File: config.mk
export PLATFORM = sky130hd
export DESIGN_NAME = mod3_msb_solver
export DESIGN_NICKNAME = d
export VERILOG_FILES = /design/src/rtl/m3s_pkg.sv /design/src/rtl/m3s_addr_residue.sv /design/src/rtl/m3s_target_residue.sv /design/src/rtl/m3s_rot_match.sv /design/src/rtl/mod3_msb_solver.sv
export SDC_FILE = /design/constraint.sdc
export NUM_CORES = 1
export LEC_CHECK = 0
export ABC_AREA = 1
export BUFFER_PORTS_ARGS = -buffer_cell sky130_fd_sc_hd__buf_4
export CORE_MARGIN = 2
export CORE_UTILIZATION = 36
export CTS_CLUSTER_DIAMETER = 100
export DETAILED_ROUTE_END_ITERATION = 12
export PLACE_DENSITY = 0.76
export SETUP_SLACK_MARGIN = 0.2
export SLEW_MARGIN = 30
export SYNTH_ARGS = -nofsm -noshare
export SYNTH_HDL_FRONTEND = slang
export SYNTH_SLANG_ARGS = --single-unit
export TNS_END_PERCENT = 10
File: constraint.sdc
create_clock -name clk -period 1.7 [get_ports clk]
set_clock_uncertainty 0.05 [all_clocks]
set_input_delay 0.085 -clock clk [delete_from_list [all_inputs] [get_ports clk]]
set_output_delay 0.085 -clock clk [all_outputs]
set_load 0.03 [all_outputs]
File: src/rtl/m3s_pkg.sv
package m3s_pkg;

    typedef logic [2:0] res_t;

    localparam int FIELD_W       = 2;
    localparam int N_HASH_FIELDS = 3;
    localparam int HASH_LSB      = 15;
    localparam int HASH_MSB      = HASH_LSB + FIELD_W * N_HASH_FIELDS - 1;
    localparam int SEL_LSB       = 7;
    localparam int SEL_MSB       = SEL_LSB + FIELD_W - 1;
    localparam int N_ROT         = 3;

    localparam res_t RES_ZERO = 3'b100;
    localparam res_t RES_ONE  = 3'b010;
    localparam res_t RES_TWO  = 3'b001;

    typedef struct packed {
        res_t addr_res;
        res_t tgt_res;
    } hash_pair_t;

    typedef struct packed {
        logic       vld;
        logic [1:0] m;
    } result_t;

    function automatic res_t enc_mod(input logic [7:0] v);
        case (v % 8'd3)
            8'd0:    return RES_ZERO;
            8'd1:    return RES_ONE;
            default: return RES_TWO;
        endcase
    endfunction

    function automatic res_t rot_r1(input res_t v);
        return {v[0], v[2:1]};
    endfunction

    function automatic res_t rot_l1(input res_t v);
        return {v[1:0], v[2]};
    endfunction

    function automatic res_t rot_r(input res_t v, input logic [1:0] n);
        res_t t = v;
        for (int i = 0; i < N_ROT - 1; i++)
            if (i < int'(n) % N_ROT) t = rot_r1(t);
        return t;
    endfunction

    function automatic res_t rot_l(input res_t v, input logic [1:0] n);
        res_t t = v;
        for (int i = 0; i < N_ROT - 1; i++)
            if (i < int'(n) % N_ROT) t = rot_l1(t);
        return t;
    endfunction

endpackage

File: src/rtl/m3s_addr_residue.sv
module m3s_addr_residue
    import m3s_pkg::*;
#(
    parameter int NF = N_HASH_FIELDS
) (
    input  logic [NF*FIELD_W-1:0] fields,
    output res_t                  res
);
    res_t stage [NF];

    assign stage[0] = enc_mod(8'(fields[FIELD_W-1:0]));

    for (genvar k = 1; k < NF; k++) begin : g_chain
        assign stage[k] = rot_r(stage[k-1], fields[k*FIELD_W +: FIELD_W]);
    end

    assign res = stage[NF-1];
endmodule

File: src/rtl/m3s_target_residue.sv
module m3s_target_residue
    import m3s_pkg::*;
#(
    parameter int GID_W = 3
) (
    input  logic [GID_W-1:0]   grp_id,
    input  logic [FIELD_W-1:0] sel,
    input  logic               six_chan,
    output res_t               res
);
    localparam logic [GID_W-1:0] GID_HI_MASK = ~GID_W'(1);

    logic [GID_W-1:0]   gid_eff;
    logic [FIELD_W-1:0] sel_eff;

    always_comb begin
        gid_eff = six_chan ? (grp_id & GID_HI_MASK) : grp_id;
        sel_eff = six_chan ? {sel[FIELD_W-1], 1'b0} : sel;
        res     = rot_l(enc_mod(8'(gid_eff)), sel_eff);
    end
endmodule

File: src/rtl/m3s_rot_match.sv
module m3s_rot_match
    import m3s_pkg::*;
(
    input  hash_pair_t pair,
    output logic [1:0] m
);
    logic [N_ROT-1:0] hit;

    for (genvar k = 0; k < N_ROT; k++) begin : g_cand
        assign hit[k] = (rot_l(pair.tgt_res, 2'(k)) == pair.addr_res);
    end

    always_comb begin
        m = 2'd0;
        for (int k = N_ROT - 1; k > 0; k--)
            if (hit[k]) m = 2'(k);
    end
endmodule

File: src/rtl/mod3_msb_solver.sv
module mod3_msb_solver
    import m3s_pkg::*;
#(
    parameter int ADDR_W = 48,
    parameter int GID_W  = 3
) (
    input  logic              clk,
    input  logic              rst,
    input  logic              in_valid,
    input  logic [ADDR_W-1:0] addr,
    input  logic [GID_W-1:0]  grp_id,
    input  logic              six_chan,
    output logic              out_valid,
    output logic [1:0]        m_bits
);
    hash_pair_t pair;
    logic [1:0] m_next;
    result_t    res_q;

    m3s_addr_residue #(.NF(N_HASH_FIELDS)) u_addr_res (
        .fields (addr[HASH_MSB:HASH_LSB]),
        .res    (pair.addr_res)
    );

    m3s_target_residue #(.GID_W(GID_W)) u_tgt_res (
        .grp_id   (grp_id),
        .sel      (addr[SEL_MSB:SEL_LSB]),
        .six_chan (six_chan),
        .res      (pair.tgt_res)
    );

    m3s_rot_match u_match (
        .pair (pair),
        .m    (m_next)
    );

    always_ff @(posedge clk) begin
        if (rst) begin
            res_q <= '0;
        end else begin
            res_q.vld <= in_valid;
            if (in_valid) res_q.m <= m_next;
        end
    end

    assign out_valid = res_q.vld;
    assign m_bits    = res_q.m;
endmodule

# == Word-level counts from Yosys, hierarchy flattened ==
# Index checks and enable logic that the tools add are counted.
# totals
regBits,3
out_inout_bits,3
inputBits,55
word_cells,31
# op_classes
div_mod_pow,5
n_eq_ne,4
n_lt_le_gt_ge,6
mux,12
n_reduce_logical,2
# ops
op,n
< comparator 1 x 32 -> 1 bit (first input constant),3
< comparator 2 x 32 -> 1 bit (first input constant),3
modulo 3 x 3 -> 32 bit (second input constant),3
two-way mux 3 bit,6
equality test 8 x 1 -> 1 bit (second input constant),2
logical NOT 8 bit,2
one-hot mux 3 bit (2 select lines),2
modulo 2 x 2 -> 8 bit (second input constant),1
modulo 3 x 2 -> 8 bit (second input constant),1
equality test 3 bit,2
two-way mux 2 bit,2
two-way mux 1 bit,2

# == Longest topological paths before layout ==
# Gate-level depths: netlist of run 1.
# depth
word_depth,10
mapped_depth,20

# == Modules after synthesis ==
# A second synthesis of run 1 with hierarchy kept.
# hier_totals
cells_unflattened,127
area_unflattened_um2,685.7
# by_module_without_submodules
module,area_each_um2,cells_per_inst,n_inst
m3s_target_residue,266.5,46,1
m3s_addr_residue,207.7,42,1
mod3_msb_solver,108.9,16,1
m3s_rot_match,102.6,23,1

# == Worst setup path after synthesis of run 1 ==
# No wires, ideal clock.
# synth_timing
kind,input to register
startpoint,input grp_id[0]
endpoint,"register res_q, in the netlist m_bits[1]"
setup_time_ns,0.066
n_path_buf,0
required_time_ns,1.584
stages,18
t_arrival_ns,1.800
path_slack_ns,-0.216
cell_sequence,inv_1 > nor2_1 > ha_1 > inv_1 > ha_1 > inv_1 > ha_1 > nor2_1 > nand2_1 > a21oi_2 > nand2_2 > nand2_2 > nand2_1 > nand3_1 > nand2_1 > nor2_1 > nand2_1 > a21oi_2
# synth_between
elab_chain_len,9
# synth_lines
element,line,source
"start, declared",mod3_msb_solver.sv:11,"input logic [GID_W-1:0] grp_id,"
two-way mux 1 bit *,m3s_target_residue.sv:17,gid_eff = six_chan ? (grp_id & GID_HI_MASK) : grp_id;
modulo 3 x 2 -> 8 bit *,m3s_pkg.sv:28,case (v % 8'd3)
equality test 8 x 1 -> 1 bit / logical NOT 8 bit (equally long branches),m3s_pkg.sv:28,
one-hot mux 3 bit (2 select lines) *,m3s_pkg.sv:28,
two-way mux 3 bit * (2 in series),m3s_pkg.sv:53,if (i < int'(n) % N_ROT) t = rot_l1(t);
equality test 3 bit,m3s_rot_match.sv:10,"assign hit[k] = (rot_l(pair.tgt_res, 2'(k)) == pair.addr_res);"
two-way mux 2 bit,m3s_rot_match.sv:16,if (hit[k]) m = 2'(k);
two-way mux 2 bit *,m3s_rot_match.sv:16,
"end, declared",mod3_msb_solver.sv:18,result_t res_q;
# Every way passes the cells marked *; elsewhere a longest branch is shown, timed or not.
# A chain may end at the register's enable or synchronous reset.

# == Worst setup path after layout of run 1 ==
# layout_timing
startpoint,input six_chan
endpoint,"register res_q, in the netlist m_bits[0]"
# layout_between
elab_chain_len,8
# layout_lines
element,line,source
"start, declared",mod3_msb_solver.sv:12,"input logic six_chan,"
"parallel branches: the longest is 5 deep, another holds modulo 3 x 3 -> 32 bit",-,
two-way mux 3 bit *,m3s_pkg.sv:53,
equality test 3 bit *,m3s_rot_match.sv:10,
two-way mux 2 bit *,m3s_rot_match.sv:16,
# Mark *: on every way between the ends.

==> results.json, run 1 <==
{
  "synth_top_area_cell": "nand3_1",
  "critPathSlowestCell": "ha_4",
  "end_kind": "flop",
  "vias": 956,
  "syn_nets": 200,
  "numClockSinks": 3,
  "cts-root-buf": "clkbuf_4",
  "critPathRequiredTime_ns": 1.82,
  "synth_area_sq_um": 762,
  "routedWlPerCell_microns": 10.1,
  "cp.arrival_ns": 1.92,
  "coreArea_sq_um": 1980,
  "finalHoldWorstSlack_ns": 0.424,
  "drive_gt1_frac": 0.335,
  "reg2reg_depth": 2,
  "drt_wl_total_microns": 1960,
  "fp-row-count": 16,
  "criticalPathCategory": "primary input to flop",
  "finalCriticalPeriod_ns": 1.80,
  "violations": "negative setup slack",
  "synthFlopType": "dfxtp_1",
  "die_area_sq_um": 2500,
  "path_buf_inv": 3,
  "drcViolationCount": 0,
  "outcome": "finished with violations",
  "hold_path.class": "flop to flop",
  "clock_latency_ns": 0.24,
  "maxSlewViolCount": 0,
  "post-synth-top-count-cell": "nand2_1",
  "place_hpwl_microns": 1560,
  "htreeDepth": 1,
  "hold_violations": 0,
  "power_leakage_uw": 0.000613,
  "grt_pass1_vias": 900,
  "cp_cell_sequence": "buf_8 > nor2_4 > ha_4 > inv_4 > ha_4 > inv_2 > ha_4 > nor2_1 > nand2_1 > nand2_2 > nand2_4 > nand2_4 > nand2_2 > nand2_2 > nand3_1 > nand2_1 > nand3_1 > a21oi_1",
  "rsz0062_at_grt": "yes",
  "async_reset_ff_frac": 0,
  "postRouteAntennaNets": 0,
  "stdcell_count": 194,
  "ys_ff_latch": 3,
  "grt_max_degree": 8,
  "crit_path_start_kind": "primary input",
  "drt-pass1-iter-count": 4,
  "seq_area_frac_synth": 0.0788,
  "ys_top_cells_by_area": "nand3_1 (24%), nand2_1 (20%), ha_1 (15%), inv_1 (9.4%), dfxtp_1 (7.9%)",
  "cts_tree": "done",
  "finalCritPeriodShare": 1.06,
  "place.gp.congestion": 0.890,
  "antenna_cells": 0,
  "yosysWarningCount": 0,
  "grt_pass1_wl_microns": 3370,
  "synth_top_area_share": 0.236,
  "antenna_found_initial": 0,
  "ir_drop_uv": 315,
  "synth_cells": 136,
  "dp.cells": 187,
  "path_max_fanout": 6,
  "max_stage_delay_ns": 0.18,
  "fin_area_sq_um": 1140,
  "path_clk_slew_ns": 0.04,
  "cp_num_cells": 18,
  "hold_depth": 2,
  "synth-edff-count": 0,
  "final-setup-viol-count": 2,
  "layout_setup_ws_ns": -0.102,
  "cts_buffer_depth": 2,
  "total_power_uw": 575,
  "place_area_sq_um": 1020,
  "ys_types": 17,
  "overflow": 0,
  "die_h_microns": 50.0,
  "yosys-top-cells-count": "nand2_1 (40), nand3_1 (36), inv_1 (19), ha_1 (9), nor2_1 (8)",
  "vias_per_cell": 4.93,
  "fmax_ghz": 0.555,
  "power_density_nw_per_um2": 505,
  "area_growth_pct": 49.3,
  "io_buffers": 17,
  "cpLargestDelayFamily": "simple AND/OR/NAND/NOR gates",
  "nets": 232,
  "drt_iter0_drc": 13,
  "avgSynthCellArea_sq_um": 5.60,
  "die_w_microns": 50.0,
  "cap_violations": 0,
  "pin_count": 58,
  "fillers": 187,
  "numCtsBuffers": 3,
  "grtUsageTotal": 0.167,
  "start_util": 0.384
}
==> sequential cells by signal, summed over array words and instances (netlist names) <==
name       cells
m_bits         2
out_valid      1
==> power breakdown <==
| group | switching, uW | internal (uW) |
|---|---|---|
| Clock | 40.7 | 88.2 |
| Sequential | 2.33 | 76.2 |
| Combinational | 214 | 153 |
==> worst reg2reg max path, cell delays in order, from the launching register on <==
cell and delay, ns:
dfxtp_1 0.30, o21bai_1 0.13, a21oi_1 0.05
==> path summary, 6_finish.rpt <==
check | from | endpoint | slack (ns)
worst max-delay path | six_chan | m_bits[0]$_SDFFE_PP0P_ | -0.10
worst min-delay path | m_bits[1]$_SDFFE_PP0P_ | m_bits[1]$_SDFFE_PP0P_ | 0.42
worst max register to register | m_bits[0]$_SDFFE_PP0P_ | m_bits[0]$_SDFFE_PP0P_ | 1.05
worst min register to register | m_bits[1]$_SDFFE_PP0P_ | m_bits[1]$_SDFFE_PP0P_ | 0.42
==> kinds of logic (layout without fill, tap and decap cells) <==
group	count (synthesis)	after routing	synth area share
AO/OA/AOI/OAI	5	5	0.0509
AND/OR/NAND/NOR	97	97	0.614
flip-flops	3	3	0.0788
other	1	1	0.00492
adder cells (fa/ha/maj)	9	9	0.148
buffers and inverters	21	52	0.103
==> timing repair <==
item,CTS,global route
hold endpoints to repair,3,0
buffers inserted,1,0
endpoints found under the setup margin,2,2
gates resized for setup,12,3
pin swaps,19,0
hold buffers,2,0
==> layout by cell type (no fill, tap or decap), drive strengths merged <==
| cell | netlist | layout |
|---|---|---|
| o21bai | 1 | 1 |
| buf | 0 | 25 |
| o21ai | 1 | 1 |
| dlygate4sd3 | 0 | 2 |
| nand3 | 38 | 38 |
| dfxtp | 3 | 3 |
| nor3 | 1 | 1 |
| conb | 1 | 1 |
| a21oi | 3 | 3 |
| nand4 | 3 | 3 |
| nand2 | 47 | 47 |
| inv | 21 | 21 |
| ha | 9 | 9 |
| clkbuf | 0 | 4 |
| nor2 | 8 | 8 |
==> per-stage QoR <==
stage	worst slack (ns)	setup TNS, ns	utilization
4_1_cts	-0.0725	-0.129	0.569
3_5_place_dp	-0.467	-0.858	0.513
6_report	-0.102	-0.195	0.574
5_1_grt	-0.299	-0.543	0.574
2_1_floorplan	-0.0308	-0.0308	-
3_3_place_gp	-0.386	-0.708	0.513
==> area by class of cell <==
type                            count  area (sq um)  area share
Tap cell                           27          33.8      0.0297
Timing Repair Buffer               27           223       0.196
Inverter                           21          93.8      0.0825
Multi-Input combinational cell    112           701       0.616
Sequential cell                     3          60.1      0.0528
Clock buffer                        4          26.3      0.0231
==> routing by layer <==
layer | global-route usage | wire length [microns]
met1 | 0.182 | 829
met3 | 0.0273 | 60
met5 | 0 | 0
met4 | 0.0278 | 0
met2 | 0.331 | 1070
Power figures use the tool's default switching activity.
==> run 2: changes to the inputs <==
--- a/config.mk
+++ b/config.mk
@@ -8,10 +8,10 @@
 export ABC_AREA = 1
 export BUFFER_PORTS_ARGS = -buffer_cell sky130_fd_sc_hd__buf_4
 export CORE_MARGIN = 2
-export CORE_UTILIZATION = 36
+export CORE_UTILIZATION = 43
 export CTS_CLUSTER_DIAMETER = 100
 export DETAILED_ROUTE_END_ITERATION = 12
-export PLACE_DENSITY = 0.76
+export PLACE_DENSITY = 0.86
 export SETUP_SLACK_MARGIN = 0.2
 export SLEW_MARGIN = 30
 export SYNTH_ARGS = -nofsm -noshare
==> constraint.sdc (replaced) <==
create_clock -name clk -period 2.1 [get_ports clk]
set_clock_uncertainty 0.05 [all_clocks]
set_input_delay 0.105 -clock clk [delete_from_list [all_inputs] [get_ports clk]]
set_output_delay 0.105 -clock clk [all_outputs]
set_load 0.03 [all_outputs]
==> run 2 against run 1 <==
Effect of this change:
- the run now ends clean
- global-route usage is 2.7 points higher
- critical path type unchanged
- non-clock buffer count shrank 2
- highest routed layer unchanged
- wire length rose by 5.4%
- hold slack got worse by 0.39 ns
==> results.json, run 2 (synthesized netlist as in run 1, its figures left out) <==
{
  "path_buf_inv": 5,
  "pin_count": 58,
  "grt_max_degree": 8,
  "die_area_sq_um": 2120,
  "overflow": 0,
  "start_util": 0.451,
  "final-setup-viol-count": 0,
  "die_w_microns": 46.1,
  "ir_drop_uv": 313,
  "routedWlPerCell_microns": 11.4,
  "place.gp.congestion": 0.850,
  "cp_cell_sequence": "buf_8 > inv_4 > nor2_4 > ha_4 > inv_2 > ha_4 > inv_4 > ha_4 > nor2_4 > nand2_4 > a21oi_4 > buf_4 > nand3_1 > nand2_1 > nand3_1 > nand2_1 > nor2_2 > nand2_1 > a21oi_2",
  "fillers": 146,
  "grt_pass1_wl_microns": 3110,
  "drcViolationCount": 0,
  "area_growth_pct": 47.1,
  "met3_usage": 0.0471,
  "power.switching_uw": 209,
  "nets": 230,
  "cts_tree": "done",
  "antenna_found_initial": 0,
  "cts-root-buf": "clkbuf_4",
  "power_density_nw_per_um2": 417,
  "p_int_uw": 258,
  "grtUsageTotal": 0.194,
  "numClockSinks": 3,
  "p_seq_frac": 0.136,
  "switching_share": 0.448,
  "clkPwrFrac": 0.217,
  "final_cell_mix": "nand2_1 (38), nand3_1 (36), buf_4 (21), inv_1 (16)",
  "postRouteAntennaNets": 0,
  "end_kind": "flop",
  "grtUsageMet2": 0.358,
  "criticalPathCategory": "primary input to flop",
  "met1_usage": 0.235,
  "drive_gt1_frac": 0.333,
  "htreeDepth": 1,
  "cpLargestDelayFamily": "simple AND/OR/NAND/NOR gates",
  "hold_violations": 0,
  "largest_reg_flops": 2,
  "fin_util": 0.664,
  "grt_pass1_vias": 821,
  "grt.busiest_layer": "met2",
  "place_hpwl_microns": 1540,
  "cts_buffer_depth": 2,
  "dp_slack_ns": -0.142,
  "numCtsBuffers": 3,
  "path_max_fanout": 4,
  "seq_area_sq_um": 60.1,
  "coreArea_sq_um": 1690,
  "drt-pass1-iter-count": 4,
  "max_stage_delay_ns": 0.20,
  "hold_path.class": "primary input to flop",
  "multi_input_area_sq_um": 722,
  "critPathSlowestCell": "ha_4",
  "maxSlewViolCount": 0,
  "cap_violations": 0,
  "die_h_microns": 46.1,
  "p_comb_frac": 0.647,
  "drt_iter0_drc": 30,
  "vias_per_cell": 5.26,
  "crit_path_start_kind": "primary input",
  "vias": 958,
  "outcome": "finished, final reports clean",
  "antenna_cells": 0,
  "layout_setup_ws_ns": 0.232,
  "fp-row-count": 15,
  "path_clk_slew_ns": 0.04,
  "rsz0062_at_grt": "yes",
  "power_leakage_uw": 0.000613,
  "clock_latency_ns": 0.23,
  "critPathRequiredTime_ns": 2.17,
  "finalCritPeriodShare": 0.890,
  "finalCriticalPeriod_ns": 1.87,
  "io_buffers": 17,
  "fmax_ghz": 0.535,
  "drt_wl_total_microns": 2070,
  "final_common_cell": "nand2_1",
  "cp.arrival_ns": 1.94
}
-- run 2: cell count changes in the layout (fill, tap and decap cells not counted), sizes merged --
cell / delta
dlygate4sd3: -1
buf: -1
-- run 2: worst reg2reg max path, delay by kind of cell (launching register included) --
| kind | cells | cell delay (ns) |
|---|---|---|
| flip-flops | 1 | 0.31 |
| AO/OA/AOI/OAI | 2 | 0.18 |
-- run 2: power groups by stage --
stage          clock network [uW]  registers (uW)  logic, uW
2_1_floorplan                   0            73.1        181
3_3_place_gp                    0            64.3        246
3_5_place_dp                    0            64.7        259
4_1_cts                       105            63.8        271
5_1_grt                       116            63.8        334
6_report                      101            63.8        302
-- run 2: worst paths after layout --
check                         start                      to  slack, ns  depth (start not counted)
max                       grp_id[0]  m_bits[1]$_SDFFE_PP0P_       0.23                         19
min                        in_valid  m_bits[0]$_SDFFE_PP0P_       0.03                          2
max reg2reg  m_bits[0]$_SDFFE_PP0P_  m_bits[0]$_SDFFE_PP0P_       1.44                          2
min reg2reg  m_bits[1]$_SDFFE_PP0P_  m_bits[1]$_SDFFE_PP0P_       0.42                          2
-- run 2: repair_timing --
item | in CTS | in global routing
hold endpoints to repair | 1 | 0
setup buffers | 2 | 1
pin swaps | 12 | 16
gates resized for setup | 8 | 20
hold buffers | 1 | 0
setup endpoints to repair | 2 | 2
-- run 2: layer usage --
layer | wire, microns | up-vias
met1 | 883 | 436
met3 | 66 | 0
met2 | 1120 | 19
met5 | 0 | -
met4 | 0 | 0
li1 | - | 503
-- run 2: stage by stage --
step | total power (uW) | setup TNS, ns | hold WS (ns) | area, sq um | cells
after global routing | 514 | 0 | 0.0298 | 1120 | 182
after global placement | 310 | -0.0948 | 0.227 | 946 | 174
after CTS | 440 | 0 | 0.0240 | 1030 | 181
final | 468 | 0 | 0.0306 | 1120 | 182
after detailed placement | 324 | -0.205 | 0.230 | 946 | 174
after floorplan | 254 | 0 | 0.117 | 767 | 136
-- run 2: layout make-up --
type,count,area share
clock buffers,4,0.0234
inverters,21,0.0770
multi-input cells,112,0.644
flip-flops and latches,3,0.0536
well taps,17,0.0190
repair buffers,25,0.183
